[src/rtl/wdt_pkg.sv]
package wdt_pkg;

  typedef enum logic [1:0] {
    SEL_BUS  = 2'b00,
    SEL_RSVA = 2'b01,
    SEL_RSVB = 2'b10,
    SEL_LPRC = 2'b11
  } tick_src_e;

  // open part of the period, in eighths, per window-size code
  function automatic int unsigned open_eighths(input logic [1:0] code);
    case (code)
      2'b00:   return 6;
      2'b01:   return 4;
      2'b10:   return 3;
      default: return 2;
    endcase
  endfunction

endpackage

[src/rtl/wdt_tick_sel.sv]
module wdt_tick_sel
  import wdt_pkg::*;
(
  input  logic [1:0] clk_sel,
  input  logic       lprc_tick,
  output logic       tick
);

  tick_src_e src;

  always_comb begin
    src = tick_src_e'(clk_sel);
    case (src)
      SEL_BUS:  tick = 1'b1;
      SEL_LPRC: tick = lprc_tick;
      default:  tick = 1'b0;
    endcase
  end

endmodule

[src/rtl/wdt_postscaler.sv]
module wdt_postscaler #(
  parameter int CODE_MAX = 20,
  parameter int CODE_W   = 5
) (
  input  logic              clk,
  input  logic              rst_n,
  input  logic              clr,
  input  logic              adv,
  input  logic [CODE_W-1:0] code,
  output logic              post_tick
);

  localparam int CNT_W = CODE_MAX;

  logic [CNT_W-1:0]  cnt_q, cnt_d;
  logic [CNT_W-1:0]  mask;
  logic [CODE_W-1:0] code_eff;

  always_comb begin
    if (code > CODE_W'(CODE_MAX)) code_eff = CODE_W'(CODE_MAX);
    else                          code_eff = code;
  end

  for (genvar gi = 0; gi < CNT_W; gi++) begin : g_mask
    assign mask[gi] = (CODE_W'(gi) < code_eff);
  end

  assign post_tick = adv && ((cnt_q & mask) == mask);

  always_comb begin
    cnt_d = cnt_q;
    if (clr)      cnt_d = '0;
    else if (adv) cnt_d = cnt_q + 1'b1;
  end

  always_ff @(posedge clk or negedge rst_n) begin
    if (!rst_n) cnt_q <= '0;
    else        cnt_q <= cnt_d;
  end

endmodule

[src/rtl/wdt_window_cnt.sv]
module wdt_window_cnt #(
  parameter int PERIOD_LOG = 3
) (
  input  logic                  clk,
  input  logic                  rst_n,
  input  logic                  en,
  input  logic                  step,
  input  logic                  kick,
  input  logic                  win_off,
  input  logic [1:0]            win_code,
  output logic                  kick_ok,
  output logic                  timeout,
  output logic                  win_err,
  output logic [PERIOD_LOG-1:0] cnt
);

  localparam int PERIOD = 1 << PERIOD_LOG;
  localparam int EIGHTH = PERIOD / 8;
  localparam int LIM_W  = PERIOD_LOG + 1;

  logic [PERIOD_LOG-1:0] cnt_q, cnt_d;
  logic                  to_q, to_d;
  logic                  err_q, err_d;
  logic [LIM_W-1:0]      open_len, closed_lim;
  logic                  in_closed, kick_bad, wrap;

  always_comb begin
    open_len   = LIM_W'(EIGHTH * int'(wdt_pkg::open_eighths(win_code)));
    closed_lim = LIM_W'(PERIOD) - open_len;
    in_closed  = !win_off && ({1'b0, cnt_q} < closed_lim);
    kick_ok    = en && kick && !in_closed;
    kick_bad   = en && kick && in_closed;
    wrap       = step && (cnt_q == PERIOD_LOG'(PERIOD - 1));
  end

  always_comb begin
    cnt_d = cnt_q;
    if (!en)          cnt_d = '0;
    else if (kick_ok) cnt_d = '0;
    else if (wrap)    cnt_d = '0;
    else if (step)    cnt_d = cnt_q + 1'b1;
    to_d  = en && !kick_ok && wrap;
    err_d = kick_bad;
  end

  always_ff @(posedge clk or negedge rst_n) begin
    if (!rst_n) begin
      cnt_q <= '0;
      to_q  <= 1'b0;
      err_q <= 1'b0;
    end else begin
      cnt_q <= cnt_d;
      to_q  <= to_d;
      err_q <= err_d;
    end
  end

  assign timeout = to_q;
  assign win_err = err_q;
  assign cnt     = cnt_q;

endmodule

[src/rtl/wdt_win.sv]
module wdt_win #(
  parameter int PERIOD_LOG  = 3,
  parameter int PS_CODE_MAX = 20,
  parameter int PS_CODE_W   = 5
) (
  input  logic                 clk,
  input  logic                 rst_n,
  input  logic                 lprc_tick,
  input  logic [1:0]           clk_sel,
  input  logic [PS_CODE_W-1:0] ps_code,
  input  logic [1:0]           win_code,
  input  logic                 win_off,
  input  logic                 hw_en,
  input  logic                 sw_en,
  input  logic                 pgm_stop,
  input  logic                 nvm_busy,
  input  logic                 kick,
  output logic                 timeout,
  output logic                 win_err
);

  logic [1:0]            rst_sync;
  logic                  rst_q_n;
  logic                  tick, en, frozen, adv, post_tick, kick_ok;
  logic [PERIOD_LOG-1:0] cnt_w;

  always_ff @(posedge clk or negedge rst_n) begin
    if (!rst_n) rst_sync <= 2'b00;
    else        rst_sync <= {rst_sync[0], 1'b1};
  end
  assign rst_q_n = rst_sync[1];

  assign en     = hw_en || sw_en;
  assign frozen = pgm_stop && nvm_busy;
  assign adv    = tick && en && !frozen;

  wdt_tick_sel u_tick (
    .clk_sel   (clk_sel),
    .lprc_tick (lprc_tick),
    .tick      (tick)
  );

  wdt_postscaler #(
    .CODE_MAX (PS_CODE_MAX),
    .CODE_W   (PS_CODE_W)
  ) u_post (
    .clk       (clk),
    .rst_n     (rst_q_n),
    .clr       (!en || kick_ok),
    .adv       (adv),
    .code      (ps_code),
    .post_tick (post_tick)
  );

  wdt_window_cnt #(
    .PERIOD_LOG (PERIOD_LOG)
  ) u_win (
    .clk      (clk),
    .rst_n    (rst_q_n),
    .en       (en),
    .step     (post_tick),
    .kick     (kick),
    .win_off  (win_off),
    .win_code (win_code),
    .kick_ok  (kick_ok),
    .timeout  (timeout),
    .win_err  (win_err),
    .cnt      (cnt_w)
  );

endmodule

[config.mk]
export PLATFORM = sky130hd
export DESIGN_NAME = wdt_win
export DESIGN_NICKNAME = d
export VERILOG_FILES = /design/src/rtl/wdt_pkg.sv /design/src/rtl/wdt_tick_sel.sv /design/src/rtl/wdt_postscaler.sv /design/src/rtl/wdt_window_cnt.sv /design/src/rtl/wdt_win.sv
export SDC_FILE = /design/constraint.sdc
export NUM_CORES = 1
export LEC_CHECK = 0
export ABC_AREA = 1
export BUFFER_PORTS_ARGS = -buffer_cell sky130_fd_sc_hd__buf_2
export CORE_UTILIZATION = 40
export DETAILED_ROUTE_END_ITERATION = 10
export SLEW_MARGIN = 5
export SYNTH_ARGS = -nofsm -noshare
export SYNTH_HDL_FRONTEND = slang
export SYNTH_SLANG_ARGS = --single-unit
[constraint.sdc]
create_clock -name clk -period 2.2 [get_ports clk]
set_input_delay 0.22 -clock clk [delete_from_list [all_inputs] [get_ports clk]]
set_output_delay 0.22 -clock clk [all_outputs]
set_load 0.01 [all_outputs]
==> impl_metrics.yaml <==
place:
  io_buffers: 19
  dp_hpwl_mm: 3.817
  preCtsSetupSlack_ps: 164.6
  routabilityCongestion: 0.8788
clock_tree:
  cts-resized-gates: 0
  clk_path_buf_depth: 2
  cts_tree: "yes"
  htree_num_levels: 1
  clk_pin_slew_ps: 90
  root_buffer: "clkbuf_8"
  post_cts_buffers: 0
  clk_latency_ps: 270
  numCtsBuffers: 3
  clkSinkCount: 27
  hold_buffers: 1
worst_setup_path:
  required_ps: 2360
  crit_arrival_ps: 2010
  path_cells: "nand2_1, nor2_1, nand3_1, nor4_1, nand3_1, xor2_1, nor2_1"
  cpMaxStageDelayCell: "dfrtp_1"
  worst-path-buf-inv: 0
  path_class: "flip-flop to flip-flop"
  crit_path_max_fanout: 5
  critPathMaxStageDelay_ps: 420
  crit_family: "simple AND/OR/NAND/NOR gates"
  startpoint_type: "flip-flop"
  end_kind: "flip-flop"
synth:
  ys_types: 43
  yosys_warnings: 0
  ys_seq_elements: 27
  syn-num-nets: 319
  avgSynthCellArea_um2: 7.339
  syn_inst: 290
  yosysSeqAreaShare_pct: 31.75
  synth_area_um2: 2128
sta:
  period_needed_ps: 1843
  rsz0062_at_grt: "no"
  worst_slack_ps: 357.2
  fin_crit_sh_pct: 83.76
  max_freq_mhz: 542.7
  slew_viol_final: 0
  setup_viol: 0
  tns_ps: 0
  hold_violations: 0
  fin_skew_ps: 3.812
grt:
  grt_pass1_vias: 1740
  overflow: 0
  antenna_found_initial: 0
  track_usage_pct: 18.74
  grt_pass1_wl_mm: 7.935
  grt_max_degree: 26
drt:
  post-route-drc-count: 0
  routed_wl_mm: 4.696
  drtAntennaViolNets: 0
  dr.pass1.iters: 4
  wl_per_cell_um: 12.26
  detail_route.vias_per_cell: 4.935
  vias: 1890
  drtIter0Drc: 136
power_and_ir_drop:
  power.leakage_nw: 1.150
  power_density_nw_per_um2: 397.3
  peakVddDrop_uv: 180.8
  power_mw: 0.9379
layout:
  antenna_cells: 0
  drive_above_1_share_pct: 18.21
  syn2layout_area_growth_pct: 10.93
  layout_commonest_cell: "nand2_1"
  mostFrequentLayoutCells: "57 x nand2_1, 41 x nor2_1, 39 x inv_1"
  fillers: 553
  finalNetCount: 343
die:
  fp-row-count: 26
  die_w_um: 74.95
  start_util_pct: 41.67
  fp.dieArea_um2: 5617
  ioPinCount: 20
  design.core.area_um2: 5107
  fp.dieH_um: 74.95
status:
  outcome: "complete, no violations"
job:
  maxCapViolCount: 0
min_path:
  hold_class: "input port to flip-flop"
-- layer usage --
| layer | GRT usage, % | routed length (um) | up-vias |
|---|---|---|---|
| li1 | - | - | 969 |
| met1 | 26.23 | 2268 | 867 |
| met2 | 29.53 | 2079 | 43 |
| met3 | 2.008 | 204 | 11 |
| met4 | 7.757 | 144 | 0 |
| met5 | 0 | 0 | - |
-- cell families after synthesis --
group	count (synthesis)	synth area share, %
xor+xnor	13	5.350
buf+inv	51	9.935
other cells	1	0.1762
simple gates	156	36.92
compound gates	31	9.407
flops	27	31.75
fa+ha+maj	11	6.467
-- registers in the layout, indices dropped and copies added, names as in the netlist --
| signal | count |
|---|---|
| u_post.cnt_q | 20 |
| u_win.cnt | 3 |
| rst_sync | 2 |
| u_win.timeout | 1 |
| u_win.win_err | 1 |
-- worst register-to-register path: stages, from the launching register on --
cell	delay (ps)
dfrtp_1	420
nand2_1	180
nor2_1	270
nand3_1	130
nor4_1	370
nand3_1	150
xor2_1	160
nor2_1	50
-- metrics by stage --
stage / area, um^2 / utilization (%) / hold slack, ps / instances
floorplan: 2128 / - / -75.59 / 290
global placement: 2306 / 45.15 / 5.395 / 378
detailed placement: 2306 / 45.15 / 7.395 / 378
CTS: 2361 / 46.23 / 169.0 / 383
global route: 2361 / 46.23 / 189.5 / 383
finish: 2361 / 46.23 / 175.3 / 383
-- cells in the mapped netlist, drive strengths merged --
cell | number | area share [%]
nor2 | 48 | 10
a22o | 1 | 0.41
o21bai | 3 | 1.1
inv | 43 | 7.7
o21ai | 9 | 2.1
nor4 | 4 | 1.5
buf | 4 | 1.5
nor3 | 6 | 2.5
ha | 11 | 6.5
nand2 | 64 | 13
conb | 1 | 0.18
a21oi | 12 | 3.7
clkbuf | 1 | 0.18
o211ai | 1 | 0.35
nand3 | 22 | 6.2
xnor2 | 4 | 1.6
or2 | 1 | 0.29
dfrtp | 27 | 32
nor3b | 1 | 0.35
a311oi | 1 | 0.41
nand4 | 10 | 3.5
a211oi | 2 | 0.71
xor2 | 9 | 3.7
clkinv | 3 | 0.59
o22ai | 1 | 0.29
o21a | 1 | 0.35
-- power breakdown --
part           leakage, nW  total, mW  switching (mW)  internal [mW]
Combinational        0.755      0.155           0.104         0.0517
Sequential           0.372      0.503         0.00204          0.501
Clock               0.0228      0.280           0.150          0.130
Total                 1.15      0.938           0.256          0.682
-- final timing paths --
path | from | end | slack, ps | cells after the start
worst max-delay path | u_post.cnt_q[9] | u_post.cnt_q[15] | 360 | 7
worst min-delay path | kick | u_win.win_err | 180 | 3
worst max register to register | u_post.cnt_q[9] | u_post.cnt_q[15] | 360 | 7
worst min register to register | rst_sync[1] | u_post.cnt_q[5] | 230 | 1
max in group asynchronous | rst_sync[1] | u_post.cnt_q[16] | 1720 | 1
min in group asynchronous | rst_sync[1] | u_post.cnt_q[5] | 230 | 1
-- area by class of cell --
type                    instances  area [um^2]  area share (%)
inverters                      46        176.4           7.472
flip-flops and latches         27        675.6           28.62
well taps                      70        87.58           3.710
repair buffers                 24        135.1           5.723
multi-input cells             212         1241           52.57
clock buffers                   4        45.04           1.908
Power figures use the tool's default switching activity.
